## src/rtl/tss_pkg.sv

```systemverilog
package tss_pkg;

  // advance a ring index of n positions
  function automatic int unsigned ring_next(int unsigned idx, int unsigned n);
    return (idx + 1 >= n) ? 0 : idx + 1;
  endfunction

  // true when a release countdown at cnt ends on this slot
  function automatic logic release_done(int unsigned cnt);
    return cnt == 1;
  endfunction

endpackage

```

## src/rtl/tss_lock_ctrl.sv

```systemverilog
module tss_lock_ctrl #(
  parameter int TASKS     = 4,
  parameter int REL_DEPTH = 2,
  localparam int TW = $clog2(TASKS),
  localparam int CW = $clog2(REL_DEPTH + 1)
) (
  input  logic          clk,
  input  logic          rst_n,
  input  logic          adv,
  input  logic          lock_req,
  input  logic [TW-1:0] lock_id,
  input  logic          free_req,
  input  logic          jump_req,
  input  logic [TW-1:0] jump_id,
  output logic          locked,
  output logic [TW-1:0] owner,
  output logic          releasing,
  output logic          lock_end,
  output logic          cancel
);
  import tss_pkg::*;

  logic [CW-1:0] cnt;
  logic          take;
  logic          free_ok;
  logic          rel_last;

  assign take     = lock_req && !locked;
  assign cancel   = locked && jump_req && (jump_id == owner);
  assign free_ok  = locked && !releasing && free_req && !cancel;
  assign rel_last = locked && releasing && adv && release_done(32'(cnt));
  assign lock_end = cancel || rel_last;

  always_ff @(posedge clk) begin
    if (!rst_n) begin
      locked    <= 1'b0;
      owner     <= '0;
      releasing <= 1'b0;
      cnt       <= '0;
    end else if (lock_end) begin
      locked    <= 1'b0;
      releasing <= 1'b0;
      cnt       <= '0;
    end else if (take) begin
      locked <= 1'b1;
      owner  <= lock_id;
    end else if (free_ok) begin
      releasing <= 1'b1;
      cnt       <= CW'(REL_DEPTH);
    end else if (releasing && adv) begin
      cnt <= cnt - 1'b1;
    end
  end


  relock_ignored_chk: assert property (@(posedge clk) disable iff (!rst_n)
    (locked && lock_req && !lock_end) |=> ($stable(owner) && locked));


  stall_freezes_count_chk: assert property (@(posedge clk) disable iff (!rst_n)
    (releasing && !adv && !cancel) |=> ($stable(cnt) && releasing));


  jump_cancel_chk: assert property (@(posedge clk) disable iff (!rst_n)
    cancel |=> !locked);


  free_unlocked_chk: assert property (@(posedge clk) disable iff (!rst_n)
    (!locked && free_req && !lock_req) |=> !releasing);

endmodule

```

## src/rtl/tss_slot_table.sv

```systemverilog
module tss_slot_table #(
  parameter int TASKS = 4,
  parameter int SLOTS = 16,
  localparam int TW = $clog2(TASKS),
  localparam int PW = $clog2(SLOTS),
  localparam int DW = TW * SLOTS
) (
  input  logic          clk,
  input  logic          rst_n,
  input  logic          adv,
  input  logic          hold,
  input  logic          defer,
  input  logic          lock_end,
  input  logic          load_req,
  input  logic [DW-1:0] load_slots,
  input  logic          load_multi,
  output logic [TW-1:0] cur_task,
  output logic          multi_mode
);
  import tss_pkg::*;

  logic [DW-1:0] table_q;
  logic [DW-1:0] pend_slots;
  logic          pend_multi;
  logic          pend_vld;
  logic [PW-1:0] ptr;
  logic [TW-1:0] slot_view [SLOTS];

  logic          wr_now;
  logic          wr_end;
  logic          wr_en;
  logic          park;
  logic [DW-1:0] wr_data;
  logic          wr_multi;

  genvar gi;
  generate
    for (gi = 0; gi < SLOTS; gi++) begin : g_view
      assign slot_view[gi] = table_q[gi*TW +: TW];
    end
  endgenerate

  assign cur_task = slot_view[ptr];

  assign wr_now   = load_req && !defer;
  assign wr_end   = lock_end && (pend_vld || load_req);
  assign wr_en    = wr_now || wr_end;
  assign park     = load_req && defer && !lock_end;
  assign wr_data  = load_req ? load_slots : pend_slots;
  assign wr_multi = load_req ? load_multi : pend_multi;

  always_ff @(posedge clk) begin
    if (!rst_n) begin
      table_q    <= '0;
      multi_mode <= 1'b0;
    end else if (wr_en) begin
      table_q    <= wr_data;
      multi_mode <= wr_multi;
    end
  end

  always_ff @(posedge clk) begin
    if (!rst_n) begin
      pend_slots <= '0;
      pend_multi <= 1'b0;
      pend_vld   <= 1'b0;
    end else if (park) begin
      pend_slots <= load_slots;
      pend_multi <= load_multi;
      pend_vld   <= 1'b1;
    end else if (lock_end) begin
      pend_vld <= 1'b0;
    end
  end

  always_ff @(posedge clk) begin
    if (!rst_n) begin
      ptr <= '0;
    end else if (adv && !hold) begin
      ptr <= PW'(ring_next(32'(ptr), SLOTS));
    end
  end


  ptr_hold_chk: assert property (@(posedge clk) disable iff (!rst_n)
    (!adv || hold) |=> $stable(ptr));


  deferred_load_chk: assert property (@(posedge clk) disable iff (!rst_n)
    park |=> ($stable(table_q) && $stable(multi_mode)));


  flag_with_table_chk: assert property (@(posedge clk) disable iff (!rst_n)
    (load_req && !defer) |=> (multi_mode == $past(load_multi)));

endmodule

```

## src/rtl/task_slot_sched.sv

```systemverilog
module task_slot_sched #(
  parameter int TASKS     = 4,
  parameter int SLOTS     = 16,
  parameter int REL_DEPTH = 2,
  localparam int TW = $clog2(TASKS),
  localparam int DW = TW * SLOTS
) (
  input  logic          clk,
  input  logic          rst_n,
  input  logic          adv,
  input  logic          lock_req,
  input  logic [TW-1:0] lock_id,
  input  logic          free_req,
  input  logic          load_req,
  input  logic [DW-1:0] load_slots,
  input  logic          load_multi,
  input  logic          jump_req,
  input  logic [TW-1:0] jump_id,
  output logic [TW-1:0] issue_task,
  output logic          multi_mode
);

  logic          locked;
  logic [TW-1:0] owner;
  logic          releasing;
  logic          lock_end;
  logic          cancel;
  logic [TW-1:0] cur_task;

  tss_lock_ctrl #(.TASKS(TASKS), .REL_DEPTH(REL_DEPTH)) i_lock (
    .clk       (clk),
    .rst_n     (rst_n),
    .adv       (adv),
    .lock_req  (lock_req),
    .lock_id   (lock_id),
    .free_req  (free_req),
    .jump_req  (jump_req),
    .jump_id   (jump_id),
    .locked    (locked),
    .owner     (owner),
    .releasing (releasing),
    .lock_end  (lock_end),
    .cancel    (cancel)
  );

  tss_slot_table #(.TASKS(TASKS), .SLOTS(SLOTS)) i_table (
    .clk        (clk),
    .rst_n      (rst_n),
    .adv        (adv),
    .hold       (locked),
    .defer      (releasing),
    .lock_end   (lock_end),
    .load_req   (load_req),
    .load_slots (load_slots),
    .load_multi (load_multi),
    .cur_task   (cur_task),
    .multi_mode (multi_mode)
  );

  assign issue_task = locked ? owner : cur_task;


  lock_takes_over_chk: assert property (@(posedge clk) disable iff (!rst_n)
    (lock_req && !locked) |=> (issue_task == $past(lock_id)));


  release_holds_owner_chk: assert property (@(posedge clk) disable iff (!rst_n)
    (releasing && !lock_end) |=> (issue_task == $past(owner)));

endmodule

```

## config.mk

```make
export PLATFORM = sky130hd
export DESIGN_NAME = task_slot_sched
export DESIGN_NICKNAME = d
export VERILOG_FILES = /design/src/rtl/tss_pkg.sv /design/src/rtl/tss_lock_ctrl.sv /design/src/rtl/tss_slot_table.sv /design/src/rtl/task_slot_sched.sv
export SDC_FILE = /design/constraint.sdc
export NUM_CORES = 1
export LEC_CHECK = 0
export BUFFER_PORTS_ARGS = -buffer_cell sky130_fd_sc_hd__buf_2
export CAP_MARGIN = 20
export CELL_PAD_IN_SITES_DETAIL_PLACEMENT = 1
export CELL_PAD_IN_SITES_GLOBAL_PLACEMENT = 2
export CORE_MARGIN = 5
export CORE_UTILIZATION = 33
export CTS_CLUSTER_DIAMETER = 60
export CTS_CLUSTER_SIZE = 8
export DETAILED_ROUTE_END_ITERATION = 10
export HOLD_SLACK_MARGIN = 0.1
export PLACE_DENSITY_LB_ADDON = 0.12
export SYNTH_ARGS = -nofsm -noshare
export SYNTH_HDL_FRONTEND = slang
export SYNTH_SLANG_ARGS = --single-unit
```

## constraint.sdc

```tcl
create_clock -name clk -period 4.5 [get_ports clk]
set_input_delay 1.35 -clock clk [delete_from_list [all_inputs] [get_ports clk]]
set_output_delay 1.35 -clock clk [all_outputs]
set_load 0.05 [all_outputs]
```

Yosys cells after proc, flatten, opt, wreduce, memory -nomap -nowiden:

Cells that the tools add are included.

* latch bits: 0
* bits in read-only memories: 0
* memories: 0
* bits in registers: 77
* input port bits: 44
* output and inout bits: 3
* bits in writable memories: 0

* muxes and demuxes: 11
* reductions and logical operators: 28
* divide/modulo/power cells: 0
* shifts and indexed selects: 0
* $add $sub $neg: 2
* bitwise logic cells: 4
* equality and inequality tests: 2
* $lt $le $gt $ge: 2
* multiply operators: 0

Operator list (count)
* $mux W32: 1
* $logic_and A1 B1 Y1: 15
* $ge A5 B5 Y1 const B: 2
* $mux W2: 5
* $bmux W2 S4: 1
* $reduce_and A2 Y1: 3
* $add A4 B1 Y5 const B: 1
* $not A4 Y5: 1
* $logic_not A1 Y1: 4
* $mux W4: 1
* $reduce_bool A2 Y1: 2
* $logic_or A1 B1 Y1: 3
* $mux W1: 3
* $not A1 Y1: 3
* $eq A2 B1 Y1 const B: 1
* $eq A2 B2 Y1: 1
* $reduce_or A2 Y1: 1
* $sub A2 B1 Y2 const B: 1

Longest topological paths before layout:

* depth after elaboration: 7
* mapped depth: 7
* gate-level depth less buffers: 6

By module:

A second synthesis with hierarchy kept.

* cell total of the unflattened synthesis: 391
* area, all modules: 3692.3 um^2

Modules (own cells, without submodules)
* tss_slot_table: times used 1, area each 3308.2 um^2, cells each 354
* tss_lock_ctrl: times used 1, area each 361.6 um^2, cells each 35
* task_slot_sched: times used 1, area each 22.5 um^2, cells each 2

Worst setup path after synthesis:

OpenSTA, ideal clock, no wires.

* kind: flip-flop to output port
* start point: register i_table.ptr[0]
* end point: output port issue_task[0]
* cell stages (with the launch flop): 6
* arrival time: 1.778 ns
* slack: 1.372 ns
* data required time: 3.150 ns
* path through: dfxtp_1 buf_2 mux4_2 nor2b_1 a211o_1 a22o_1

* longest elaborated chain between the ends: 5

RTL lines
* from (decl): line tss_slot_table.sv:26 `logic [PW-1:0] ptr;`
* from (signal assigned): line tss_slot_table.sv:80 `ptr <= PW'(ring_next(32'(ptr), SLOTS));`
* $not A4 Y5 (implied by the code): line tss_slot_table.sv:43 `assign cur_task = slot_view[ptr];`
* $bmux W2 S4: line tss_slot_table.sv:43
* $mux W2 (implied by the code) (2 in series): line tss_slot_table.sv:43
* $mux W2: line task_slot_sched.sv:60 `assign issue_task = locked ? owner : cur_task;`
* to (decl): line task_slot_sched.sv:19 `output logic [TW-1:0] issue_task,`

No other way between the ends. The select of a mux whose other input is x is not followed.

Final worst setup path:

Same ends and word-level chain as after synthesis.

==> flow_summary_export.csv <==
group,metric,value,unit
worst_setup_path,path_class,"flop to output port",
run,drv_cap,0,
cts,clock_path_buffers,2,
timing,worst_pin_slew,0.793,ns
cts,cts-buffers-inserted,9,
timing,finalSetupViolCount,0,
timing,maxSlewHeadroom,0.471,
worst_setup_path,cp_data_required_time,3.15,ns
synth,netlist_instances,417,
min_path,worstHoldPathType,"flop to flop",
route,drt_wl_total,10100,um
place,hpwlAfterDp,6990,um
place,place_congestion,0.802,
floorplanning,initial_core_util,0.337,
cells_and_area,final_common_cell,"dfxtp_1",
cells_and_area,num-fill-cells,1316,
floorplanning,die_x,118,um
cells_and_area,seq_area,1540,sq um
cts,clock_sinks,77,
global_route,grt_usage,0.153,
cts,htreeDepth,3,
worst_setup_path,start_kind,"flop",
route,first_pass_iters,4,
cts,clock_latency,0.34,ns
route,vias_per_cell,5.23,
cells_and_area,final_nets,492,
worst_setup_path,critPathTopFamily,"flip-flops",
cts,cts_tree,"yes",
cts,cts-resized-gates,0,
cells_and_area,areaGrowthSynthToFinish,17.1,%
timing,whs,0.461,ns
synth,synthArstFlopShare,0,
route,ant_nets,0,
synth,yosys_warnings,0,
worst_setup_path,crit_path_top_delay_cell,"dfxtp_1",
cells_and_area,n_antenna_cell,0,
timing,period_share,0.847,
timing,hold_violations,0,
global_route,gr-total-overflow,0,
cts,ctsRootBufferMaster,"clkbuf_16",
synth,synth_flop_cell,"dfxtp_1",
worst_setup_path,crit_fanout,10,
global_route,grt_max_degree,47,
floorplanning,core_area,11500,sq um
worst_setup_path,max_stage_delay,0.66,ns
floorplanning,die_y,118,um
worst_setup_path,crit_buf_inv,1,
timing,slew_violations,0,
place,place.port_buffers,46,
synth,synth_edf_count,0,
timing,grt_setup_unrepaired,"false",
global_route,antenna_found_initial,0,
floorplanning,io_pins,47,
synth,yosysSeqAreaShare,0.399,
timing,skew,0.00848,ns
cells_and_area,multiInputGateArea,2150,sq um
global_route,grt_pass1_wl,17300,um
timing,setup_tns,0,ns
cts,clkTransAtPathRegs,0.06,ns
floorplanning,num_rows,39,
synth,syn_nets,463,
synth,ys_types,29,
cells_and_area,layout_common_cells,"dfxtp_1, nand2_1, buf_2, mux2i_1, nand3_1",
timing,clock.fmax,0.262,GHz
synth,synth.avg_cell_area,9.27,sq um
route,wl_per_cell,17.0,um
cells_and_area,drive_gt1_frac,0.253,
synth,mappedNetlistArea,3860,sq um
cts,postCtsSetupBuffers,0,
worst_setup_path,arrival,2.46,ns
route,vias,3107,
floorplanning,die_area,14000,sq um
worst_setup_path,crit_path_cell_trace,"mux4_2 > nor2b_1 > a211o_1 > a22o_1 > buf_2",
pwr,p_leak,1.81,nW
cts,holdBufCountCts,0,
route,drt_iter0_markers,167,
pwr,vdd_drop_max,0.204,mV
synth,ys_ff_latch,77,
timing,layout_min_cycle_time,3.81,ns
worst_setup_path,endpoint_kind,"output port",
global_route,grt_pass1_vias,3332,
route,drcViolationCount,0,
status,outcome,"finished, final reports clean",
pwr,pwr_density_cell,390,nW/um^2
[cells by family (layout without fill, tap and decap cells)]
group | count (synthesis) | after routing | synth area share
muxes | 81 | 81 | 0.247
buffers and inverters | 39 | 73 | 0.0460
DFF | 77 | 77 | 0.399
AOI/OAI and AO/OA | 84 | 84 | 0.147
xor gates and xnor gates | 3 | 3 | 0.00680
adders and majority gates | 2 | 2 | 0.00647
and+or+nand+nor | 131 | 131 | 0.148
[final cells by class]
type / count / area share
Clock buffer: 9 / 0.0498
Inverter: 3 / 0.00249
Tap cell: 143 / 0.0395
Timing Repair Buffer: 54 / 0.0685
Multi-Input combinational cell: 301 / 0.474
Sequential cell: 77 / 0.341
Clock inverter: 7 / 0.0252
[sequential cells by signal (all words and copies together), names as in the netlist]
| name | flops |
|---|---|
| i_lock.locked | 1 |
| i_table.table_q | 32 |
| i_lock.releasing | 1 |
| i_lock.cnt | 2 |
| i_table.ptr | 4 |
| i_table.pend_multi | 1 |
| i_table.pend_slots | 32 |
| i_table.multi_mode | 1 |
| i_table.pend_vld | 1 |
| i_lock.owner | 2 |
[routing by layer]
layer,GRT usage,up-vias,share of wire
li1,-,1535,-
met2,0.257,34,0.50
met5,0,-,0
met3,0.0315,13,0.026
met4,0.0559,0,0.014
met1,0.194,1525,0.46
[power breakdown]
part / internal [mW] / total [mW] / switching, mW
registers: 0.711 / 0.735 / 0.0239
logic: 0.0937 / 0.202 / 0.109
clock network: 0.540 / 0.828 / 0.289
[per-stage QoR]
stage	cell area (sq um)	worst slack [ns]	utilization	total power, mW	cells
after global routing	4530	0.600	0.395	1.85	594
after floorplan	3860	1.37	-	0.891	417
final	4530	0.689	0.395	1.77	594
after CTS	4530	0.684	0.395	1.80	594
after global placement	4170	1.14	0.364	0.952	577
after detailed placement	4190	1.06	0.365	0.958	578
[tightest hold or removal path: stages, from the launching register on]
cell and delay, ns:
dfxtp_1 0.31, nand2_1 0.05, mux2i_1 0.06
[cell usage after synthesis (2+ instances only)]
master,instances,area [sq um]
mux4_2,8,180
o21ai_0,34,170
mux2_2,34,383
nand4_1,2,12.5
a22o_1,2,17.5
buf_2,7,35.0
ha_1,2,25.0
or3_1,2,12.5
buf_1,2,7.51
nor2_1,6,22.5
nand2_1,74,278
a21oi_1,7,35.0
xor2_1,2,17.5
buf_6,3,33.8
inv_1,3,11.3
nand3_1,37,185
dfxtp_1,77,1540
a21boi_0,34,255
a211o_1,2,17.5
mux2i_1,39,390
nor2b_1,8,50.1
clkbuf_1,24,90.1
and2_1,2,12.5
[final timing paths]
path              slack (ns)                 end                from  depth (start not counted)
setup / recovery        0.69       issue_task[0]      i_table.ptr[0]                          5
hold / removal          0.46  i_table.table_q[3]  i_table.table_q[3]                          2
setup reg to reg        2.26  i_table.pend_multi     i_lock.owner[1]                          5
hold reg to reg         0.46  i_table.table_q[3]  i_table.table_q[3]                          2
Note: power is estimated with default switching activity, not from simulation.
